==> src/rtl/bat_pkg.sv <==
// Shared widths, field positions and types for the block address translation unit.
// Assumes 32-bit addresses and a smallest region of 128 KiB.
package bat_pkg;
    localparam int ADDR_W    = 32;
    localparam int BLK_SHIFT = 17;                  // log2 of the smallest region
    localparam int TAG_W     = ADDR_W - BLK_SHIFT;  // compared upper address bits
    localparam int BL_W      = 11;                  // length field width
    localparam int BL_LSB    = 2;                   // length field position in upper word
    localparam int VS_BIT    = 1;                   // supervisor valid
    localparam int VU_BIT    = 0;                   // user valid
    localparam int ATTR_LSB  = 3;                   // {W,I,M,G} at bits 6:3
    localparam int ATTR_W    = 4;
    localparam int G_BIT     = ATTR_LSB;            // guarded bit
    localparam int RW_BIT    = 1;                   // read-write grant
    localparam int FWD_W     = ADDR_W + ATTR_W + 1; // {pa, attrs, rw}

    typedef enum logic [1:0] {
        ACC_READ  = 2'b00,
        ACC_WRITE = 2'b01,
        ACC_FETCH = 2'b10
    } acc_e;

    typedef struct packed {
        logic [ADDR_W-1:0] upper;
        logic [ADDR_W-1:0] lower;
    } bat_pair_t;
endpackage

==> src/rtl/bat_regs.sv <==
// Mapping register storage: two banks (data, instruction) of N_ENT word pairs.
// One whole word is written per cycle; reset clears every word, so all valid bits drop.
module bat_regs
    import bat_pkg::*;
#(
    parameter int N_ENT = 4,
    localparam int IDX_W = $clog2(N_ENT)
) (
    input  logic                    clk,
    input  logic                    rst_n,
    input  logic                    wr_en,
    input  logic [IDX_W-1:0]        wr_idx,
    input  logic                    wr_iside,
    input  logic                    wr_lower,
    input  logic [ADDR_W-1:0]       wr_data,
    output bat_pair_t [N_ENT-1:0]   d_pairs,
    output bat_pair_t [N_ENT-1:0]   i_pairs
);
    bat_pair_t [N_ENT-1:0] bank_d;
    bat_pair_t [N_ENT-1:0] bank_i;

    // Store one word into the selected bank, entry and half.
    always_ff @(posedge clk) begin
        if (!rst_n) begin
            bank_d <= '0;
            bank_i <= '0;
        end else if (wr_en) begin
            if (wr_iside) begin
                if (wr_lower) bank_i[wr_idx].lower <= wr_data;
                else          bank_i[wr_idx].upper <= wr_data;
            end else begin
                if (wr_lower) bank_d[wr_idx].lower <= wr_data;
                else          bank_d[wr_idx].upper <= wr_data;
            end
        end
    end

    assign d_pairs = bank_d;
    assign i_pairs = bank_i;
endmodule

==> src/rtl/bat_fwd_match.sv <==
// Forward comparators: one per entry, each tests the effective address against the
// entry's masked base and builds that entry's translation. Assumes size-aligned bases.
module bat_fwd_match
    import bat_pkg::*;
#(
    parameter int N_ENT = 4
) (
    input  bat_pair_t [N_ENT-1:0]          pairs,
    input  logic [ADDR_W-1:0]              ea,
    input  logic                           sup,
    input  logic                           fetch_side,
    output logic [N_ENT-1:0]               hits,
    output logic [N_ENT-1:0][FWD_W-1:0]    res
);
    for (genvar k = 0; k < N_ENT; k++) begin : g_ent
        logic [BL_W-1:0]  bl;
        logic [TAG_W-1:0] msk;
        logic             vld;
        logic             tag_eq;
        logic             gblock;
        logic [TAG_W-1:0] pa_tag;
        logic             unused_k;

        assign bl     = pairs[k].upper[BL_LSB +: BL_W];
        assign msk    = {{(TAG_W-BL_W){1'b0}}, bl};
        assign vld    = sup ? pairs[k].upper[VS_BIT] : pairs[k].upper[VU_BIT];
        assign tag_eq = ((ea[ADDR_W-1:BLK_SHIFT] ^ pairs[k].upper[ADDR_W-1:BLK_SHIFT]) & ~msk) == '0;
        assign gblock = fetch_side & pairs[k].lower[G_BIT];
        assign pa_tag = (pairs[k].lower[ADDR_W-1:BLK_SHIFT] & ~msk)
                      | (ea[ADDR_W-1:BLK_SHIFT] & msk);

        assign hits[k] = vld & tag_eq & ~gblock;
        assign res[k]  = {pa_tag, ea[BLK_SHIFT-1:0],
                          pairs[k].lower[ATTR_LSB +: ATTR_W],
                          pairs[k].lower[RW_BIT]};

        assign unused_k = ^{pairs[k].upper[BLK_SHIFT-1:BL_LSB+BL_W],
                            pairs[k].lower[BLK_SHIFT-1:ATTR_LSB+ATTR_W],
                            pairs[k].lower[ATTR_LSB-1:RW_BIT+1],
                            pairs[k].lower[RW_BIT-1:0]};
    end
endmodule

==> src/rtl/bat_rev_match.sv <==
// Reverse comparators: one per data-side entry, each tests a physical address against
// the entry's physical window and rebuilds the effective address. Either valid bit enables.
module bat_rev_match
    import bat_pkg::*;
#(
    parameter int N_ENT = 4
) (
    input  bat_pair_t [N_ENT-1:0]           pairs,
    input  logic [ADDR_W-1:0]               rpa,
    output logic [N_ENT-1:0]                hits,
    output logic [N_ENT-1:0][ADDR_W-1:0]    res
);
    for (genvar k = 0; k < N_ENT; k++) begin : g_ent
        logic [TAG_W-1:0] msk;
        logic             vld;
        logic             in_win;
        logic [TAG_W-1:0] ea_tag;
        logic             unused_k;

        assign msk    = {{(TAG_W-BL_W){1'b0}}, pairs[k].upper[BL_LSB +: BL_W]};
        assign vld    = pairs[k].upper[VS_BIT] | pairs[k].upper[VU_BIT];
        assign in_win = ((rpa[ADDR_W-1:BLK_SHIFT] ^ pairs[k].lower[ADDR_W-1:BLK_SHIFT]) & ~msk) == '0;
        assign ea_tag = (pairs[k].upper[ADDR_W-1:BLK_SHIFT] & ~msk)
                      | (rpa[ADDR_W-1:BLK_SHIFT] & msk);

        assign hits[k] = vld & in_win;
        assign res[k]  = {ea_tag, rpa[BLK_SHIFT-1:0]};

        assign unused_k = ^{pairs[k].upper[BLK_SHIFT-1:BL_LSB+BL_W],
                            pairs[k].lower[BLK_SHIFT-1:0]};
    end
endmodule

==> src/rtl/bat_pick.sv <==
// Fixed-priority selector: returns the payload of the lowest-indexed requester,
// or all zeros when nobody requests.
module bat_pick #(
    parameter int N_ENT = 4,
    parameter int W     = 32
) (
    input  logic [N_ENT-1:0]           req,
    input  logic [N_ENT-1:0][W-1:0]    pay,
    output logic                       any,
    output logic [W-1:0]               sel
);
    // Walk from the highest index down so the lowest matching index is kept.
    always_comb begin
        sel = '0;
        for (int k = N_ENT - 1; k >= 0; k--) begin
            if (req[k]) sel = pay[k];
        end
    end

    assign any = |req;
endmodule

==> src/rtl/bat_unit.sv <==
// Block address translation unit top: register banks, forward lookup on the chosen
// side with first-match priority and write protection, and data-side reverse lookup.
// Results are combinational from the current inputs and stored entries.
module bat_unit
    import bat_pkg::*;
#(
    parameter int N_ENT = 4,
    localparam int IDX_W = $clog2(N_ENT)
) (
    input  logic                clk,
    input  logic                rst_n,
    input  logic                wr_en,
    input  logic [IDX_W-1:0]    wr_idx,
    input  logic                wr_iside,
    input  logic                wr_lower,
    input  logic [ADDR_W-1:0]   wr_data,
    input  logic [ADDR_W-1:0]   ea,
    input  logic                sup,
    input  logic [1:0]          acc,
    input  logic                iside,
    output logic                hit,
    output logic [ADDR_W-1:0]   pa,
    output logic [ATTR_W-1:0]   wimg,
    output logic                prot_fault,
    input  logic [ADDR_W-1:0]   rpa,
    output logic [ADDR_W-1:0]   rea
);
    bat_pair_t [N_ENT-1:0]          d_pairs;
    bat_pair_t [N_ENT-1:0]          i_pairs;
    bat_pair_t [N_ENT-1:0]          look_pairs;
    logic [N_ENT-1:0]               fwd_hits;
    logic [N_ENT-1:0][FWD_W-1:0]    fwd_res;
    logic [FWD_W-1:0]               fwd_sel;
    logic [N_ENT-1:0]               rev_hits;
    logic [N_ENT-1:0][ADDR_W-1:0]   rev_res;
    logic                           rev_any;
    logic                           sel_rw;

    bat_regs #(.N_ENT(N_ENT)) u_regs (
        .clk      (clk),
        .rst_n    (rst_n),
        .wr_en    (wr_en),
        .wr_idx   (wr_idx),
        .wr_iside (wr_iside),
        .wr_lower (wr_lower),
        .wr_data  (wr_data),
        .d_pairs  (d_pairs),
        .i_pairs  (i_pairs)
    );

    assign look_pairs = iside ? i_pairs : d_pairs;

    bat_fwd_match #(.N_ENT(N_ENT)) u_fwd (
        .pairs      (look_pairs),
        .ea         (ea),
        .sup        (sup),
        .fetch_side (iside),
        .hits       (fwd_hits),
        .res        (fwd_res)
    );

    bat_pick #(.N_ENT(N_ENT), .W(FWD_W)) u_fwd_pick (
        .req (fwd_hits),
        .pay (fwd_res),
        .any (hit),
        .sel (fwd_sel)
    );

    assign pa         = fwd_sel[FWD_W-1 -: ADDR_W];
    assign wimg       = fwd_sel[ATTR_W:1];
    assign sel_rw     = fwd_sel[0];
    assign prot_fault = hit & (acc == ACC_WRITE) & ~sel_rw;

    bat_rev_match #(.N_ENT(N_ENT)) u_rev (
        .pairs (d_pairs),
        .rpa   (rpa),
        .hits  (rev_hits),
        .res   (rev_res)
    );

    bat_pick #(.N_ENT(N_ENT), .W(ADDR_W)) u_rev_pick (
        .req (rev_hits),
        .pay (rev_res),
        .any (rev_any),
        .sel (rea)
    );

    logic unused_top;
    assign unused_top = rev_any;
endmodule

==> config.mk <==
export PLATFORM = sky130hd
export DESIGN_NAME = bat_unit
export DESIGN_NICKNAME = d
export VERILOG_FILES = /design/src/rtl/bat_pkg.sv /design/src/rtl/bat_regs.sv /design/src/rtl/bat_fwd_match.sv /design/src/rtl/bat_rev_match.sv /design/src/rtl/bat_pick.sv /design/src/rtl/bat_unit.sv
export SDC_FILE = /design/constraint.sdc
export NUM_CORES = 1
export LEC_CHECK = 0
export CORE_AREA = 4 4 248 250
export DETAILED_ROUTE_END_ITERATION = 7
export DIE_AREA = 0 0 252 254
export GPL_TIMING_DRIVEN = 1
export HOLD_SLACK_MARGIN = 0.08
export PLACE_DENSITY = 0.53
export SLEW_MARGIN = 20
export SYNTH_ARGS = -nofsm -noshare
export SYNTH_HDL_FRONTEND = slang
export SYNTH_SLANG_ARGS = --single-unit
==> constraint.sdc <==
create_clock -name clk -period 4.27 [get_ports clk]
set_input_delay 0.854 -clock clk [delete_from_list [all_inputs] [get_ports clk]]
set_output_delay 0.854 -clock clk [all_outputs]
set_load 0.05 [all_outputs]
==> results_dict.tcl <==
set metrics [dict create \
    ant_nets 0 \
    use_met1_pct 35.89 \
    clock_sinks 384 \
    path_cells "clkdlybuf4s15_1 > buf_12 > buf_4 > mux2_2 > nand2_1 > o32ai_2 > and4_2 > a31o_2 > buf_12 > buf_4 > a311oi_2 > a21oi_2 > buf_4 > buf_12" \
    grt_use_met2_pct 44.60 \
    synth_top_family_by_area "compound AO/OA/AOI/OAI gates" \
    num_vias 20130 \
    slew-limit-headroom_pct 12.28 \
    avgViaCountPerCell 5.552 \
    clockBufferDepth 3 \
    multi_input_area_um2 12460 \
    startpoint "sup" \
    synthFlopType "dfxtp_1" \
    rows 89 \
    synth_cells 2599 \
    fp.dieW_um 252 \
    die_area_um2 64010 \
    cts-root-buf "clkbuf_16" \
    synth.distinct_cells 61 \
    drc 1 \
    hold_viol 0 \
    grt_pass1_vias 18930 \
    synthArstFlopShare_pct 0 \
    fin_skew_ns 0 \
    grt_max_degree 152 \
    wire_per_inst_um 25.58 \
    insertion_delay_ns 0.59 \
    grt_first_pass_wirelength_um 130900 \
    worst_path_largest_cell_delay_ns 0.34 \
    arrival_ns 3.41 \
    path_delay_family "buffers and inverters" \
    synthMuxAreaShare_pct 8.908 \
    synth_edf_count 0 \
    die_h_um 254 \
    initial_core_util_pct 34.87 \
    diodes 0 \
    max_cap_violations 0 \
    place_area_um2 24860 \
    synth_seq_area_share_pct 37.36 \
    critPathCaptureType "primary output" \
    regArea_um2 7691 \
    busiest_layer "met2" \
    syn2layout_area_growth_pct 33.14 \
    stdcell_area_um2 27400 \
    yosysWarnings 0 \
    min_period_ns 4.260 \
    synth_seq_cells 384 \
    powerDensity_nw_per_um2 325.1 \
    synth-compound-area-share_pct 20.76 \
    final_common_cell "nand2_1" \
    critPathLaunchType "primary input" \
    hold_start "u_regs.i_pairs[216]" \
    fin_util_pct 46.42 \
    cts_made_buffers 45 \
    max_freq_ghz 0.2348 \
    worst_pin_slew_ns 1.312 \
    fill_cells 5731 \
    pre_cts_slack_ns -0.4654 \
    setup_violations 0 \
    tns_ns 0 \
    syn_area_per_cell_um2 7.917 \
    grtUsageTotal_pct 27.66 \
    fp.coreArea_um2 59020 \
    drive_gt1_share_pct 19.66 \
    peakVddDrop_mv 0.2687 \
    htree_levels 2 \
    port_buffers 172 \
    fin_ws_ns 0.01015 \
    grt_overflow_total 0 \
    dp_hpwl_um 65110 \
    syn-num-nets 2706 \
    final_cell_mix "nand2_1 (829), a21boi_0 (384), dfxtp_1 (381)" \
    clk_pin_slew_ns 0.06 \
    io_pins 177 \
    final_max_slew_viol_count 0 \
    drt_iter0_drc 2093 \
    gr-usage-met3_pct 4.339 \
    dr.pass1.iters 8 \
    routed_wl_um 92760 \
    worst-setup-path-type "primary input to primary output" \
    p_leak_nw 9.175 \
    cp_max_fo 10 \
    synth_xor_area_share_pct 7.193 \
    path_buf_inv 7 \
    min_path_type "flip-flop to flip-flop" \
    violations "design-rule violations" \
    grt_antenna_before_repair 3 \
    cpMaxStageDelayCell "mux2_2" \
    fin_crit_sh_pct 99.76 \
    r2r-start "u_regs.d_pairs[170]" \
    syn_area_um2 20580 \
    gp_congestion 0.9952 \
    hold_buffers 0 \
    synth_fa_ha_area_share_pct 0 \
    nets 2924 \
    synthSimpleGateAreaFrac_pct 20.49 \
    status "complete, but fails checks" \
    cts_tree "built" \
    critical_path_required_ns 3.42 \
]
-- sequential cells by signal, indices dropped and copies added (netlist names) --
| name | flops |
|---|---|
| u_regs.i_pairs | 192 |
| u_regs.d_pairs | 192 |
-- final timing paths --
path                              end  slack [ns]  depth (start not counted)
hold / removal    u_regs.i_pairs[216]        0.46                          2
hold reg to reg   u_regs.i_pairs[216]        0.46                          2
setup / recovery               pa[24]        0.01                         14
setup reg to reg  u_regs.d_pairs[170]        3.23                          3
-- what timing repair did --
item	in CTS	in global routing
cloned	3	0
endpoints found under the hold margin	0	0
setup endpoints to repair	70	70
resized for setup	108	94
setup buffers	13	13
pin swaps	20	30
-- routing by layer --
metal	vias to the layer above	part of all wire, %	wire [um]
li1	9150	-	-
met1	9800	40	37190
met2	965	46	42220
met3	215	8.5	7870
met4	0	5.9	5474
met5	-	0	0
-- power breakdown --
part | internal (mW) | switching (mW)
Combinational | 0.410 | 0.578
Sequential | 3.63 | 0.0473
Clock | 2.60 | 1.64
-- cell type report --
cell class	instances	area share (%)
Clock buffer	68	5.056
Clock inverter	15	0.8540
Inverter	10	0.1461
Multi-Input combinational cell	1962	45.48
Sequential cell	384	28.07
Tap cell	773	3.530
Timing Repair Buffer	414	16.86
-- synth_stat cells (18+ instances only) --
master	number	area, um2
nor2b_1	41	256.5
nor3_1	24	120.1
a211oi_1	23	172.7
buf_2	51	255.2
a21boi_0	384	2883
mux2i_1	122	1221
dfxtp_1	384	7687
a21oi_1	39	195.2
and2_1	18	112.6
clkbuf_1	171	641.9
nor2_1	47	176.4
nand2_1	831	3119
o21ai_0	31	155.2
o22ai_1	49	306.5
xnor2_1	160	1401
mux2_2	36	405.4
nand3_1	27	135.1
-- metrics by stage --
| step | hold WS, ns | std cells | total power, mW |
|---|---|---|---|
| 2_1_floorplan | 0.4386 | 2599 | 4.203 |
| 3_3_place_gp | 0.4461 | 3518 | 4.670 |
| 3_5_place_dp | 0.4535 | 3518 | 4.674 |
| 4_1_cts | 0.4633 | 3615 | 8.910 |
| 5_1_grt | 0.4816 | 3626 | 9.120 |
| 6_report | 0.4621 | 3626 | 8.906 |
-- worst min-delay path, cell delays in order (launching register included) --
cell and delay [ns]:
dfxtp_1 0.30, nand2_1 0.05, a21boi_0 0.06
-- kinds of logic after synthesis --
logic type / after synthesis
buffers and inverters: 253
AO/OA/AOI/OAI: 598
flip-flops: 384
XOR/XNOR: 169
AND/OR/NAND/NOR: 1028
multiplexers: 167
(Power assumes the default switching activity.)
